==> src/rtl/inrush_pkg.sv <==
// Shared types for the inrush-limited switch-on sequencer.
package inrush_pkg;
    typedef enum logic [1:0] {
        ST_IDLE = 2'd0,
        ST_SOFT = 2'd1,
        ST_MAIN = 2'd2
    } seq_st_t;
endpackage

==> src/rtl/inrush_timer.sv <==
// Elapsed-time tracker for the soft-start phase.
// Counts millisecond strobes while run is high, and clears while run is low.
// This makes each entry start from zero.
// Assumes tick is a single-clock strobe.
module inrush_timer #(
    parameter int CODE_W     = 8,
    parameter int MS_PER_LSB = 10,
    parameter int SAMPLE_MS  = 250
) (
    input  logic              clk,
    input  logic              rst_n,
    input  logic              run,
    input  logic              tick,
    input  logic [CODE_W-1:0] time_code,
    output logic              tmo_due,
    output logic              smp_due
);
    localparam int LIM_W = $clog2((2**CODE_W - 1) * MS_PER_LSB + 1);
    localparam int SMP_W = $clog2(SAMPLE_MS);
    localparam logic [LIM_W-1:0] MS_MAX   = '1;
    localparam logic [SMP_W-1:0] SMP_LAST = SMP_W'(SAMPLE_MS - 1);

    logic [LIM_W-1:0] ms_cnt;
    logic [SMP_W-1:0] smp_cnt;
    logic [LIM_W:0]   limit;
    logic [LIM_W:0]   ms_next;

    // Threshold and next count, widened by one bit so the compare cannot wrap.
    always_comb begin
        limit   = (LIM_W+1)'(time_code) * (LIM_W+1)'(MS_PER_LSB);
        ms_next = {1'b0, ms_cnt} + 1'b1;
        tmo_due = run && tick && (time_code != '0) && (ms_next >= limit);
        smp_due = run && tick && (smp_cnt == SMP_LAST);
    end

    // Count strobes while the phase runs; saturate ms, wrap the sample grid.
    always_ff @(posedge clk) begin
        if (!rst_n || !run) begin
            ms_cnt  <= '0;
            smp_cnt <= '0;
        end else if (tick) begin
            if (ms_cnt != MS_MAX) ms_cnt <= ms_cnt + 1'b1;
            smp_cnt <= (smp_cnt == SMP_LAST) ? '0 : smp_cnt + 1'b1;
        end
    end
endmodule

==> src/rtl/inrush_delta.sv <==
// Voltage closeness test for the soft-start exit.
// Reports whether the load is at or above the stack, or within the coded delta below it.
// Purely combinational; the caller decides when the result counts.
module inrush_delta #(
    parameter int CODE_W     = 8,
    parameter int MV_W       = 16,
    parameter int MV_PER_LSB = 10
) (
    input  logic [MV_W-1:0]   stack_mv,
    input  logic [MV_W-1:0]   load_mv,
    input  logic [CODE_W-1:0] delta_code,
    output logic              close
);
    localparam int DL_W = $clog2((2**CODE_W - 1) * MV_PER_LSB + 1);
    localparam int CW   = (MV_W > DL_W) ? MV_W : DL_W;

    logic [CW-1:0] gap;
    logic [CW-1:0] thr;

    // Gap below the stack against the programmed window.
    always_comb begin
        gap   = CW'(stack_mv - load_mv);
        thr   = CW'(delta_code) * CW'(MV_PER_LSB);
        close = (load_mv >= stack_mv) || (gap <= thr);
    end
endmodule

==> src/rtl/inrush_fsm.sv <==
// Switch sequencing state machine: idle, soft-start, main.
// Switch enables are decoded from the state register only, so they are glitch-free.
// Off requests and a dropped request take priority over every exit.
module inrush_fsm
    import inrush_pkg::*;
(
    input  logic clk,
    input  logic rst_n,
    input  logic req,
    input  logic soft_en,
    input  logic off,
    input  logic tmo_en,
    input  logic dlt_en,
    input  logic tmo_due,
    input  logic smp_due,
    input  logic close,
    output logic run,
    output logic res_sw,
    output logic main_sw
);
    seq_st_t st, st_nx;
    logic    leave;

    // Exit decision for the soft-start phase.
    always_comb begin
        leave = (!tmo_en && !dlt_en)
              || tmo_due
              || (dlt_en && smp_due && close);
    end

    // Next-state logic.
    always_comb begin
        st_nx = st;
        unique case (st)
            ST_IDLE: if (req && !off) st_nx = soft_en ? ST_SOFT : ST_MAIN;
            ST_SOFT: if (!req || off) st_nx = ST_IDLE;
                     else if (leave)  st_nx = ST_MAIN;
            ST_MAIN: if (!req || off) st_nx = ST_IDLE;
            default: st_nx = ST_IDLE;
        endcase
    end

    // State register.
    always_ff @(posedge clk) begin
        if (!rst_n) st <= ST_IDLE;
        else        st <= st_nx;
    end

    assign run     = (st == ST_SOFT);
    assign res_sw  = (st == ST_SOFT);
    assign main_sw = (st == ST_MAIN);
endmodule

==> src/rtl/inrush_sleep.sv <==
// Sleep-inhibit flag and wake pulse.
// The flag is set on a fresh off request when soft-start is enabled.
// It is released by a host pulse or any fault; the set wins a same-cycle tie.
module inrush_sleep #(
    parameter int N_FLT = 3
) (
    input  logic             clk,
    input  logic             rst_n,
    input  logic             off,
    input  logic             soft_en,
    input  logic             asleep,
    input  logic             host_rel,
    input  logic [N_FLT-1:0] fault,
    output logic             sleep_blk,
    output logic             wake_req
);
    logic off_q;
    logic arm;
    logic rel;

    // Edge detect and release decode.
    always_comb begin
        arm = off && !off_q && soft_en;
        rel = host_rel || (|fault);
    end

    // Flag, wake pulse and off history.
    always_ff @(posedge clk) begin
        if (!rst_n) begin
            off_q     <= 1'b0;
            sleep_blk <= 1'b0;
            wake_req  <= 1'b0;
        end else begin
            off_q    <= off;
            wake_req <= arm && asleep;
            if (arm)      sleep_blk <= 1'b1;
            else if (rel) sleep_blk <= 1'b0;
        end
    end
endmodule

==> src/rtl/inrush_seq.sv <==
// Top of the inrush-limited switch-on sequencer.
// Wires the timer, voltage test, state machine and sleep guard together.
// Assumes tick_ms is one clock wide and voltage readings are already synchronous.
module inrush_seq #(
    parameter int CODE_W     = 8,
    parameter int MV_W       = 16,
    parameter int MS_PER_LSB = 10,
    parameter int MV_PER_LSB = 10,
    parameter int SAMPLE_MS  = 250,
    parameter int N_FLT      = 3
) (
    input  logic              clk,
    input  logic              rst_n,
    input  logic              tick_ms,
    input  logic              load_req,
    input  logic              soft_en,
    input  logic [CODE_W-1:0] time_code,
    input  logic [CODE_W-1:0] delta_code,
    input  logic [MV_W-1:0]   stack_mv,
    input  logic [MV_W-1:0]   load_mv,
    input  logic              off_main,
    input  logic              off_all,
    input  logic              host_rel,
    input  logic [N_FLT-1:0]  fault,
    input  logic              asleep,
    output logic              res_sw,
    output logic              main_sw,
    output logic              res_status,
    output logic              sleep_blk,
    output logic              wake_req
);
    logic off, run, tmo_due, smp_due, close;

    assign off = off_main | off_all;

    inrush_timer #(.CODE_W(CODE_W), .MS_PER_LSB(MS_PER_LSB), .SAMPLE_MS(SAMPLE_MS)) u_tmr (
        .clk(clk), .rst_n(rst_n), .run(run), .tick(tick_ms),
        .time_code(time_code), .tmo_due(tmo_due), .smp_due(smp_due)
    );

    inrush_delta #(.CODE_W(CODE_W), .MV_W(MV_W), .MV_PER_LSB(MV_PER_LSB)) u_dlt (
        .stack_mv(stack_mv), .load_mv(load_mv), .delta_code(delta_code), .close(close)
    );

    inrush_fsm u_fsm (
        .clk(clk), .rst_n(rst_n), .req(load_req), .soft_en(soft_en), .off(off),
        .tmo_en(time_code != '0), .dlt_en(delta_code != '0),
        .tmo_due(tmo_due), .smp_due(smp_due), .close(close),
        .run(run), .res_sw(res_sw), .main_sw(main_sw)
    );

    inrush_sleep #(.N_FLT(N_FLT)) u_slp (
        .clk(clk), .rst_n(rst_n), .off(off), .soft_en(soft_en), .asleep(asleep),
        .host_rel(host_rel), .fault(fault), .sleep_blk(sleep_blk), .wake_req(wake_req)
    );

    assign res_status = res_sw;
endmodule

==> config.mk <==
export PLATFORM = sky130hd
export DESIGN_NAME = inrush_seq
export DESIGN_NICKNAME = d
export VERILOG_FILES = /design/src/rtl/inrush_pkg.sv /design/src/rtl/inrush_timer.sv /design/src/rtl/inrush_delta.sv /design/src/rtl/inrush_fsm.sv /design/src/rtl/inrush_sleep.sv /design/src/rtl/inrush_seq.sv
export SDC_FILE = /design/constraint.sdc
export NUM_CORES = 1
export LEC_CHECK = 0
export BUFFER_PORTS_ARGS = -buffer_cell sky130_fd_sc_hd__buf_2
export CORE_MARGIN = 1
export CORE_UTILIZATION = 30
export CTS_CLUSTER_SIZE = 30
export DETAILED_ROUTE_END_ITERATION = 10
export MAX_ROUTING_LAYER = met4
export SLEW_MARGIN = 20
export SYNTH_ARGS = -nofsm -noshare
export SYNTH_HDL_FRONTEND = slang
export SYNTH_SLANG_ARGS = --single-unit
==> constraint.sdc <==
create_clock -name clk -period 11.44 [get_ports clk]
set_clock_uncertainty 0.1 [all_clocks]
set_input_delay 2.288 -clock clk [delete_from_list [all_inputs] [get_ports clk]]
set_output_delay 2.288 -clock clk [all_outputs]
set_load 0.01 [all_outputs]
Yosys cells after proc, flatten, opt, wreduce, memory -nomap -nowiden
Cells that the tools add are included.

word-level totals
  flip-flop bits (word level) = 25
  input port bits = 60

operators by class
  add/sub/neg operators = 4
  $mul = 2
  $lt $le $gt $ge = 3
  eq/ne operators = 7
  muxes and demuxes = 9
  bitwise logic cells = 1
  reduce and logical (&&, ||, !) cells = 31

operators by type and width
  kind                                                                  number
  8-bit by 3-bit multiplier with 11-bit output (second input constant)  2
  16-bit >= comparator                                                  1
  16-bit by 12-bit less-or-equal comparator with 1-bit output           1
  8-bit nonzero test                                                    2
  16-bit subtractor                                                     1
  12-bit by 1-bit adder with 13-bit output (second input constant)      1
  13-bit by 12-bit >= comparator with 1-bit output                      1
  12-bit by 1-bit adder with 12-bit output (second input constant)      1
  12-bit != test (second input constant)                                1
  1-bit logical AND                                                     11
  2-bit two-way mux                                                     5
  8-bit by 1-bit adder with 8-bit output (second input constant)        1
  8-bit == test (second input constant)                                 1
  8-bit two-way mux                                                     1
  1-bit zero test                                                       7
  1-bit logical OR                                                      6
  2-bit one-hot mux with 3 select lines                                 1
  2-bit by 1-bit != test with 1-bit output (second input constant)      2
  3-bit by 1-bit != test with 1-bit output (second input constant)      1
  3-bit AND reduction                                                   1
  3-bit OR reduction                                                    1
  2-bit by 1-bit == test with 1-bit output (second input constant)      1
  2-bit == test (second input constant)                                 1
  2-bit zero test                                                       1
  other kinds (4)                                                       5

Longest topological paths before layout
Gate-level depths: netlist of run 1.

  word-level depth = 9
  mapped depth = 20

By module
Synthesis of run 1 repeated with hierarchy kept, for this count alone.

unflattened totals
  cell total of the unflattened synthesis = 420
  area total of the unflattened synthesis = 3393.3 um^2

by module, submodules not included
  module        times used  cells an instance  area each (um^2)  sequential area each (um^2)
  inrush_timer  1           204                1707.9            400.4
  inrush_delta  1           183                1395.1            0.0
  inrush_fsm    1           14                 136.4             40.0
  inrush_sleep  1           11                 107.6             60.1
  inrush_seq    1           8                  46.3              0.0

Worst setup path before layout of run 1
OpenSTA, ideal clock, no wires.

  kind = input port to flip-flop
  start = input stack_mv[0]
  end = register u_fsm.st[1]
  library setup time = 72 ps
  arrival time = 5315 ps
  required time = 11268 ps
  slack = 5953 ps
  stages = 20
  path buffers = 0
  cells stage by stage = inv_1 > ha_1 > inv_1 > fa_1 > a21o_1 > a221oi_2 > o21bai_1 > a21oi_1 > o21bai_1 > a21oi_1 > xnor2_1 > ha_1 > nand2_1 > nor2_1 > a211oi_1 > o21ai_0 > o31ai_1 > o2111a_1 > a41o_1 > mux2i_1

on the way
  longest elaborated chain between the ends = 7
  elaborated cells between the ends (all ways) = 8

RTL lines
  element                                                      RTL line            RTL
  from (decl)                                                  inrush_seq.sv:19    input logic [MV_W-1:0] stack_mv,
  16-bit subtractor                                            inrush_delta.sv:22  gap = CW'(stack_mv - load_mv);
  16-bit by 12-bit less-or-equal comparator with 1-bit output  inrush_delta.sv:24  close = (load_mv >= stack_mv) || (gap <= thr);
  1-bit logical OR (*)                                         inrush_delta.sv:24
  1-bit logical AND (*)                                        inrush_fsm.sv:28    || (dlt_en && smp_due && close);
  1-bit logical OR (*)                                         inrush_fsm.sv:28
  3-bit by 1-bit != test with 1-bit output (no line) (*)       -
  3-bit AND reduction (no line) (*)                            -
  to (signal assigned)                                         inrush_fsm.sv:46    else st <= st_nx;
  to (decl)                                                    inrush_fsm.sv:21    seq_st_t st, st_nx;

Every way passes the cells marked *; elsewhere a longest branch is shown, timed or not.
A chain may end at the register's enable or synchronous reset.

Final worst setup path of run 1
Same ends and word-level chain as after synthesis.

==> impl_metrics.json, run 1 <==
{
  "pwr-share-seq_pct": 32.2,
  "pwr-share-clk_pct": 18.9,
  "leakage_nw": 1.80,
  "via_per_inst": 4.93,
  "reg2reg_from": "u_tmr.ms_cnt[0]$_SDFFE_PP0P_",
  "first_pass_iters": 4,
  "synth_flop_cell": "dfxtp_1",
  "antenna_found_initial": 0,
  "finalPower_uw": 277,
  "wirelength_um": 7270,
  "drt-initial-drc-count": 90,
  "p_sw_uw": 102,
  "critical_path_class": "input port to flip-flop",
  "die_h_um": 106,
  "syn_area_um2": 3220,
  "ys_async_sr_fraction_pct": 0,
  "period_share_pct": 50.1,
  "numCtsBuffers": 3,
  "synth.area.top_cells": "ha_1 (25%), dfxtp_1 (16%), xor2_1 (7.6%), xnor2_1 (5.2%), inv_1 (4.8%)",
  "arrival_ns": 5.84,
  "yosysSeqAreaShare_pct": 15.5,
  "max-vdd-ir-drop_mv": 0.0495,
  "dieArea_um2": 11200,
  "fmax_ghz": 0.175,
  "netlist_top_cells_count": "ha_1 (65), inv_1 (41), nor2_1 (38)",
  "ys_types": 51,
  "insertion_delay_ns": 0.27,
  "fp.dieW_um": 106,
  "place.gp.congestion": 0.835,
  "synthCells": 403,
  "hold_viol": 0,
  "synth.most_common_cell": "ha_1",
  "cts_max_level": 1,
  "ys.warnings.count": 0,
  "finalSetupTns_ns": 0,
  "grt_max_degree": 15,
  "p_int_uw": 175,
  "clkSlewWorstSetupHoldPaths_ns": 0.09,
  "reg2reg_to": "u_fsm.st[1]$_SDFFE_PN0P_",
  "fin_nets": 593,
  "layout_min_cycle_time_ns": 5.73,
  "cts-root-buf": "clkbuf_8",
  "min_to": "u_slp.sleep_blk$_SDFFE_PN0P_",
  "setup_viol": 0,
  "seqCellArea_um2": 500,
  "diodes": 0,
  "ios": 65,
  "io_buffers": 64,
  "worstPathRequired_ns": 11.55,
  "reg2reg_setup_slack_ns": 8.25,
  "synth_top_area_cell": "ha_1",
  "maxCapViolCount": 0,
  "power_switching_share_pct": 36.9,
  "cts_buffer_depth": 2,
  "start_util_pct": 31.1,
  "comb_power_share_pct": 49.0,
  "num_rows": 37,
  "finalMaxSlewViolations": 0,
  "synth-seq-cells": 25,
  "cts_hold_buf": 0,
  "core-area_um2": 10400,
  "hold_ws_ns": 0.366,
  "grt.overflow.total": 0,
  "stdcell_count": 600,
  "rsz0062_at_grt": "no",
  "post_cts_buffers": 0,
  "drc": 0,
  "dp.cells": 596,
  "critPathLaunchType": "input port",
  "crit_fanout": 4,
  "cts.sinks": 25,
  "vias": 2956,
  "outcome": "finished, final reports clean",
  "grtUsageTotal_pct": 13.8,
  "synth_edf_count": 0,
  "wl_per_cell_um": 12.1,
  "endpoint_kind": "flip-flop",
  "hold_path_class": "flip-flop to flip-flop",
  "grt_pass1_vias": 2952,
  "tightest_slew_ns": 0.569,
  "reg2regPathDepth": 13,
  "whs_path_depth": 2,
  "area_growth_pct": 15.7,
  "n_fill_cell": 1123,
  "hp-start": "u_slp.sleep_blk$_SDFFE_PN0P_",
  "cts_resized": 0,
  "synth_fp_nets": 531,
  "hpwl_um": 6270,
  "postSynthAreaPerCell_um2": 7.99,
  "grt_pass1_wl_um": 12400,
  "slew-limit-headroom_pct": 62.0,
  "tritoncts": "built",
  "drive_above_1_share_pct": 16.2,
  "synth_top_area_share_pct": 25.3,
  "drt.antenna.violating_nets": 0,
  "powerDensity_nw_per_um2": 74.2,
  "multi_input_area_um2": 2540
}
## layout make-up
type | count | share of cell area [%]
Multi-Input combinational cell | 330 | 68.0
Inverter | 41 | 4.13
Tap cell | 136 | 4.57
Sequential cell | 25 | 13.4
Clock inverter | 1 | 0.134
Clock buffer | 3 | 1.11
Timing Repair Buffer | 64 | 8.59
## per-stage QoR
stage	area, µm²	setup slack, ns	util (%)
after floorplan	3220	5.95	-
after global placement	3680	5.61	35.5
after detailed placement	3680	5.46	35.5
after CTS	3730	5.73	35.9
after global routing	3730	5.42	35.9
final	3730	5.71	35.9
## worst max-delay path by stage
stage,startpoint,to,slack (ns)
final,stack_mv[0],u_fsm.st[1]$_SDFFE_PN0P_,5.71
after global routing,stack_mv[0],u_fsm.st[1]$_SDFFE_PN0P_,5.42
after CTS,stack_mv[0],u_fsm.st[1]$_SDFFE_PN0P_,5.73
after detailed placement,stack_mv[0],u_fsm.st[1]$_SDFFE_PN0P_,5.46
after global placement,stack_mv[0],u_fsm.st[1]$_SDFFE_PN0P_,5.61
after floorplan,stack_mv[0],u_fsm.st[1]$_SDFFE_PN0P_,5.95
## power by group through the flow
stage | Sequential [mW] | Clock (mW) | Combinational [mW]
2_1_floorplan | 0.0910 | 0 | 0.0980
3_3_place_gp | 0.0910 | 0 | 0.131
3_5_place_dp | 0.0911 | 0 | 0.135
4_1_cts | 0.0891 | 0.0546 | 0.136
5_1_grt | 0.0893 | 0.0580 | 0.156
6_report | 0.0891 | 0.0522 | 0.135
## flip-flops by register name, indices dropped and copies added, names as in the netlist
signal and flops:
u_fsm.st 2, u_slp.sleep_blk 1, u_slp.off_q 1, u_slp.wake_req 1, u_tmr.smp_cnt 8, u_tmr.ms_cnt 12
## layout by cell type (no fill, tap or decap), types with 3 or more instances in the layout
master / count
a211oi_1: 9
a21o_1: 6
a21oi_1: 26
and3_1: 8
buf_2: 64
clkbuf_8: 3
dfxtp_1: 25
fa_1: 3
ha_1: 65
inv_1: 41
mux2i_1: 3
nand2_1: 25
nand2b_1: 4
nand3_1: 8
nand3b_1: 3
nand4_1: 9
nor2_1: 38
nor2b_1: 7
nor3_1: 6
nor4_1: 3
o21a_1: 3
o21ai_0: 16
o21bai_1: 7
xnor2_1: 19
xor2_1: 28
## cell families (layout without fill, tap and decap cells)
logic type      after synthesis  in the layout  synth area share [%]
simple gates                127            127                  20.6
compound gates               85             85                  17.3
fa+ha+maj                    68             68                  27.1
buf+inv                      48            109                  5.71
xor+xnor                     47             47                  12.8
flops                        25             25                  15.5
mux                           3              3                 0.932
## metal layers
| layer | global-route usage, % | part of all wire, % |
|---|---|---|
| met1 | 15.4 | 44 |
| met2 | 26.0 | 52 |
| met3 | 0.989 | 2.9 |
| met4 | 4.27 | 1.4 |
| met5 | - | 0 |
## critical path, cell delays in order
cell	delay (ns)
buf_2	0.09
inv_1	0.05
ha_1	0.16
inv_1	0.06
fa_1	0.39
a21o_1	0.20
a221oi_2	0.40
o21bai_1	0.11
a21oi_1	0.23
o21bai_1	0.09
a21oi_1	0.17
xnor2_1	0.14
ha_1	0.27
nand2_1	0.06
nor2_1	0.04
a211oi_1	0.23
o21ai_0	0.12
o31ai_1	0.10
o2111a_1	0.24
a41o_1	0.21
mux2i_1	0.19
Note: power is estimated with default switching activity, not from simulation.
==> run 2: changes to the inputs <==
==> constraint.sdc (replaced) <==
create_clock -name clk -period 5.39 [get_ports clk]
set_clock_uncertainty 0.1 [all_clocks]
set_input_delay 1.078 -clock clk [delete_from_list [all_inputs] [get_ports clk]]
set_output_delay 1.078 -clock clk [all_outputs]
set_load 0.01 [all_outputs]
==> impl_metrics.json, run 2 (synthesis results as in run 1) <==
{
  "reg_top3": "u_tmr.ms_cnt: 12 flops, u_tmr.smp_cnt: 8 flops, u_fsm.st: 2 flops",
  "n_fill_cell": 1137,
  "crit_fanout": 4,
  "hold_viol": 0,
  "fin_nets": 593,
  "cts_hold_buf": 0,
  "core-area_um2": 10400,
  "finalSetupTns_ns": 0,
  "numCtsBuffers": 3,
  "finish.instance_area_um2": 3730,
  "place.gp.congestion": 0.835,
  "maxCapViolCount": 0,
  "cts_max_level": 1,
  "cts_resized": 0,
  "grt_max_degree": 16,
  "worstPathRequired_ns": 5.50,
  "die_h_um": 106,
  "layout_common_cells": "ha_1 (65), buf_2 (64), inv_1 (41)",
  "drt-initial-drc-count": 81,
  "cts.sinks": 25,
  "fmax_ghz": 0.221,
  "powerDensity_nw_per_um2": 158,
  "rsz0062_at_grt": "no",
  "regMostFlops": "u_tmr.ms_cnt",
  "tritoncts": "built",
  "setup_viol": 0,
  "fin_util_pct": 36.0,
  "area_growth_pct": 15.8,
  "drive_above_1_share_pct": 16.2,
  "drc": 0,
  "hold_path_class": "flip-flop to flip-flop",
  "dp.cells": 596,
  "leakage_nw": 1.80,
  "diodes": 0,
  "hpwl_um": 6300,
  "grt.overflow.total": 0,
  "clkSlewWorstSetupHoldPaths_ns": 0.10,
  "grt_pass1_wl_um": 12500,
  "insertion_delay_ns": 0.28,
  "vias": 2968,
  "cts_buffer_depth": 2,
  "io_buffers": 64,
  "wirelength_um": 7360,
  "layout_min_cycle_time_ns": 4.53,
  "wl_per_cell_um": 12.3,
  "first_pass_iters": 4,
  "largest_reg_flops": 12,
  "grtUsageTotal_pct": 13.9,
  "antenna_found_initial": 0,
  "slew-limit-headroom_pct": 61.7,
  "post_cts_buffers": 0,
  "finalMaxSlewViolations": 0,
  "period_share_pct": 84.0,
  "critPathLaunchType": "input port",
  "outcome": "finished, final reports clean",
  "tightest_slew_ns": 0.574,
  "mostFrequentLayoutCell": "ha_1",
  "dieArea_um2": 11200,
  "ios": 65,
  "cts-root-buf": "clkbuf_8",
  "max-vdd-ir-drop_mv": 0.0814,
  "drt.antenna.violating_nets": 0,
  "place_area_um2": 3680,
  "num_rows": 37,
  "critical_path_class": "input port to flip-flop",
  "endpoint_kind": "flip-flop",
  "start_util_pct": 31.1,
  "via_per_inst": 4.95,
  "arrival_ns": 4.64,
  "stdcell_count": 600,
  "fp.dieW_um": 106,
  "grt_pass1_vias": 2948
}
-- run 2: cell types whose count changed in the layout (fill, tap and decap cells not counted), sizes merged --
cell / delta
clkinv: -1
clkinvlp: +1
-- run 2: worst paths after layout --
kind,startpoint,end,slack [ns],cells after the start
setup / recovery,stack_mv[0],u_fsm.st[1]$_SDFFE_PN0P_,0.86,21
hold / removal,u_slp.sleep_blk$_SDFFE_PN0P_,u_slp.sleep_blk$_SDFFE_PN0P_,0.37,2
setup reg to reg,u_tmr.ms_cnt[0]$_SDFFE_PP0P_,u_fsm.st[1]$_SDFFE_PN0P_,2.20,13
hold reg to reg,u_slp.sleep_blk$_SDFFE_PN0P_,u_slp.sleep_blk$_SDFFE_PN0P_,0.37,2
-- run 2: metal layers --
metal  part of all wire, %  global-route usage [%]
met1                    43                    15.4
met2                    52                    26.9
met3                   3.2                   0.989
met4                   1.1                    3.47
met5                     0                       -
-- run 2: final cells by class --
type / count / area, µm² / area share [%]
sequential: 25 / 500 / 13.4
timing repair buffer: 64 / 320 / 8.59
inverter: 41 / 154 / 4.13
tap: 136 / 170 / 4.56
clock inverter: 1 / 7.51 / 0.201
multi-input combinational: 330 / 2540 / 68.0
clock buffer: 3 / 41.3 / 1.11
-- run 2: stage by stage --
step	power (mW)	hold WS [ns]	worst slack, ns
final	0.590	0.373	0.862
after global routing	0.648	0.394	0.576
after CTS	0.597	0.380	0.900
after detailed placement	0.480	0.365	0.626
after global placement	0.470	0.352	0.765
after floorplan	0.401	0.358	1.11
-- run 2: report_power, final --
group,internal (mW),switching (mW),total [mW]
clock network,0.0525,0.0620,0.115
registers,0.187,0.00221,0.189
logic,0.132,0.155,0.287
total,0.371,0.219,0.590
-- run 2: critical path, cell delays in order --
cell and delay [ns]:
buf_2 0.09, inv_1 0.05, ha_1 0.16, inv_1 0.06
fa_1 0.39, a21o_1 0.20, a221oi_2 0.41, o21bai_1 0.11
a21oi_1 0.25, o21bai_1 0.09, a21oi_1 0.18, xnor2_1 0.14
ha_1 0.26, nand2_1 0.06, nor2_1 0.04, a211oi_1 0.22
o21ai_0 0.12, o31ai_1 0.10, o2111a_1 0.24, a41o_1 0.21
mux2i_1 0.18
==> run 3: changes to the inputs <==
==> constraint.sdc (replaced) <==
create_clock -name clk -period 4.57 [get_ports clk]
set_clock_uncertainty 0.1 [all_clocks]
set_input_delay 0.914 -clock clk [delete_from_list [all_inputs] [get_ports clk]]
set_output_delay 0.914 -clock clk [all_outputs]
set_load 0.01 [all_outputs]
==> impl_metrics.json, run 3 (synthesis results as in run 1) <==
{
  "grt_pass1_vias": 2971,
  "die_h_um": 106,
  "reg_top3": "u_tmr.ms_cnt: 12 flops, u_tmr.smp_cnt: 8 flops, u_fsm.st: 2 flops",
  "fp.dieW_um": 106,
  "dp.cells": 597,
  "min_to": "u_slp.sleep_blk$_SDFFE_PN0P_",
  "fmax_ghz": 0.238,
  "start_util_pct": 31.1,
  "drt-initial-drc-count": 54,
  "reg2reg_setup_slack_ns": 1.47,
  "powerDensity_nw_per_um2": 186,
  "place.gp.congestion": 0.817,
  "pwr-share-seq_pct": 32.0,
  "slowest_delay_ns": 0.39,
  "wl_per_cell_um": 12.1,
  "leakage_nw": 1.80,
  "grtUsageTotal_pct": 13.9,
  "comb_power_share_pct": 48.5,
  "tightest_slew_ns": 0.608,
  "critical_path_class": "input port to flip-flop",
  "grt_pass1_wl_um": 12600,
  "largest_reg_flops": 12,
  "p_sw_uw": 258,
  "diodes": 0,
  "critPathLaunchType": "input port",
  "mostFrequentLayoutCell": "ha_1",
  "dieArea_um2": 11200,
  "cts_buffer_depth": 2,
  "ios": 65,
  "cts.sinks": 25,
  "layout_common_cells": "ha_1 (65), buf_2 (64), inv_1 (41)",
  "period_share_pct": 91.8,
  "slew-limit-headroom_pct": 59.4,
  "reg2reg_to": "u_fsm.st[1]$_SDFFE_PN0P_",
  "whs_path_depth": 2,
  "drive_above_1_share_pct": 16.3,
  "reg2regPathDepth": 13,
  "cts_max_level": 1,
  "reg2reg_from": "u_tmr.ms_cnt[0]$_SDFFE_PP0P_",
  "numCtsBuffers": 3,
  "cts_hold_buf": 0,
  "arrival_ns": 4.31,
  "maxCapViolCount": 0,
  "worstPathRequired_ns": 4.69,
  "p_int_uw": 438,
  "drt.antenna.violating_nets": 0,
  "grt_max_degree": 16,
  "post_cts_buffers": 0,
  "outcome": "finished, final reports clean",
  "tritoncts": "built",
  "fin_nets": 594,
  "clkSlewWorstSetupHoldPaths_ns": 0.10,
  "crit_fanout": 2,
  "rsz0062_at_grt": "no",
  "worst-path-buf-inv": 3,
  "hold_viol": 0,
  "setup_viol": 0,
  "area_growth_pct": 16.0,
  "antenna_found_initial": 0,
  "grt.overflow.total": 0,
  "via_per_inst": 4.94,
  "insertion_delay_ns": 0.27,
  "wirelength_um": 7280,
  "cts_resized": 0,
  "hpwl_um": 6250,
  "endpoint_kind": "flip-flop",
  "first_pass_iters": 4,
  "io_buffers": 64,
  "hp-start": "u_slp.sleep_blk$_SDFFE_PN0P_",
  "hold_path_class": "flip-flop to flip-flop",
  "core-area_um2": 10400,
  "vias": 2966,
  "cpLargestDelayFamily": "compound AO/OA/AOI/OAI gates",
  "max-vdd-ir-drop_mv": 0.101,
  "regMostFlops": "u_tmr.ms_cnt",
  "slowest_stage": "fa_1",
  "power_switching_share_pct": 37.0,
  "drc": 0,
  "finalSetupTns_ns": 0,
  "layout_min_cycle_time_ns": 4.19,
  "path_cells": "buf_2 > inv_1 > ha_1 > inv_1 > fa_1 > a21o_1 > a221oi_2 > o21bai_1 > a21oi_1 > o21bai_1 > a21oi_1 > xnor2_1 > ha_1 > nand2_1 > nor2_1 > a211oi_1 > o21ai_0 > o31ai_1 > o2111a_1 > a41o_1 > mux2i_1",
  "stdcell_count": 601,
  "finalMaxSlewViolations": 0,
  "fin_util_pct": 36.0,
  "pwr-share-clk_pct": 19.4,
  "cts-root-buf": "clkbuf_8",
  "num_rows": 37
}
## run 3: cell types whose count changed in the layout (fill, tap and decap cells not counted), sizes merged
cell,delta
buf,+1
## run 3: final cells by class
cell class,count,area [µm²]
tap,136,170
timing repair buffer,65,328
sequential,25,500
multi-input combinational,330,2540
clock inverter,1,7.51
fill,1117,6630
clock buffer,3,41.3
inverter,41,154
## run 3: how the worst max path moves through the flow
stage	from	end	cells after the start
2_1_floorplan	stack_mv[0]	u_fsm.st[1]$_SDFFE_PN0P_	20
6_report	stack_mv[0]	u_fsm.st[1]$_SDFFE_PN0P_	21
3_5_place_dp	stack_mv[0]	u_fsm.st[1]$_SDFFE_PN0P_	21
5_1_grt	stack_mv[0]	u_fsm.st[1]$_SDFFE_PN0P_	21
3_3_place_gp	stack_mv[0]	u_fsm.st[1]$_SDFFE_PN0P_	21
4_1_cts	stack_mv[0]	u_fsm.st[1]$_SDFFE_PN0P_	21
## run 3: power by group through the flow
stage          clock network, mW  registers (mW)  logic, mW
6_report                   0.135           0.223      0.338
5_1_grt                    0.146           0.223      0.392
4_1_cts                    0.140           0.223      0.341
3_5_place_dp                   0           0.228      0.339
3_3_place_gp                   0           0.228      0.328
2_1_floorplan                  0           0.228      0.245
## run 3: worst min-delay path, delay by kind of cell, from the launching register on
kind	cells	cell delay [ns]
flip-flops	1	0.32
AND/OR/NAND/NOR	1	0.05
AO/OA/AOI/OAI	1	0.06
## run 3: per-layer routing
layer	vias up	track usage, %	wire length, µm
li1	1554	-	-
met1	1364	15.6	3270
met2	42	26.4	3760
met3	6	1.30	140
met4	0	3.37	101
met5	-	-	0
## run 3: stage by stage
step | power, mW | worst slack, ns | hold slack, ns | cell area (µm²)
after floorplan | 0.473 | 0.457 | 0.358 | 3220
after global placement | 0.556 | 0.227 | 0.353 | 3690
after detailed placement | 0.567 | 0.103 | 0.362 | 3690
after CTS | 0.704 | 0.392 | 0.376 | 3740
after global routing | 0.761 | 0.110 | 0.421 | 3740
final | 0.696 | 0.377 | 0.374 | 3740
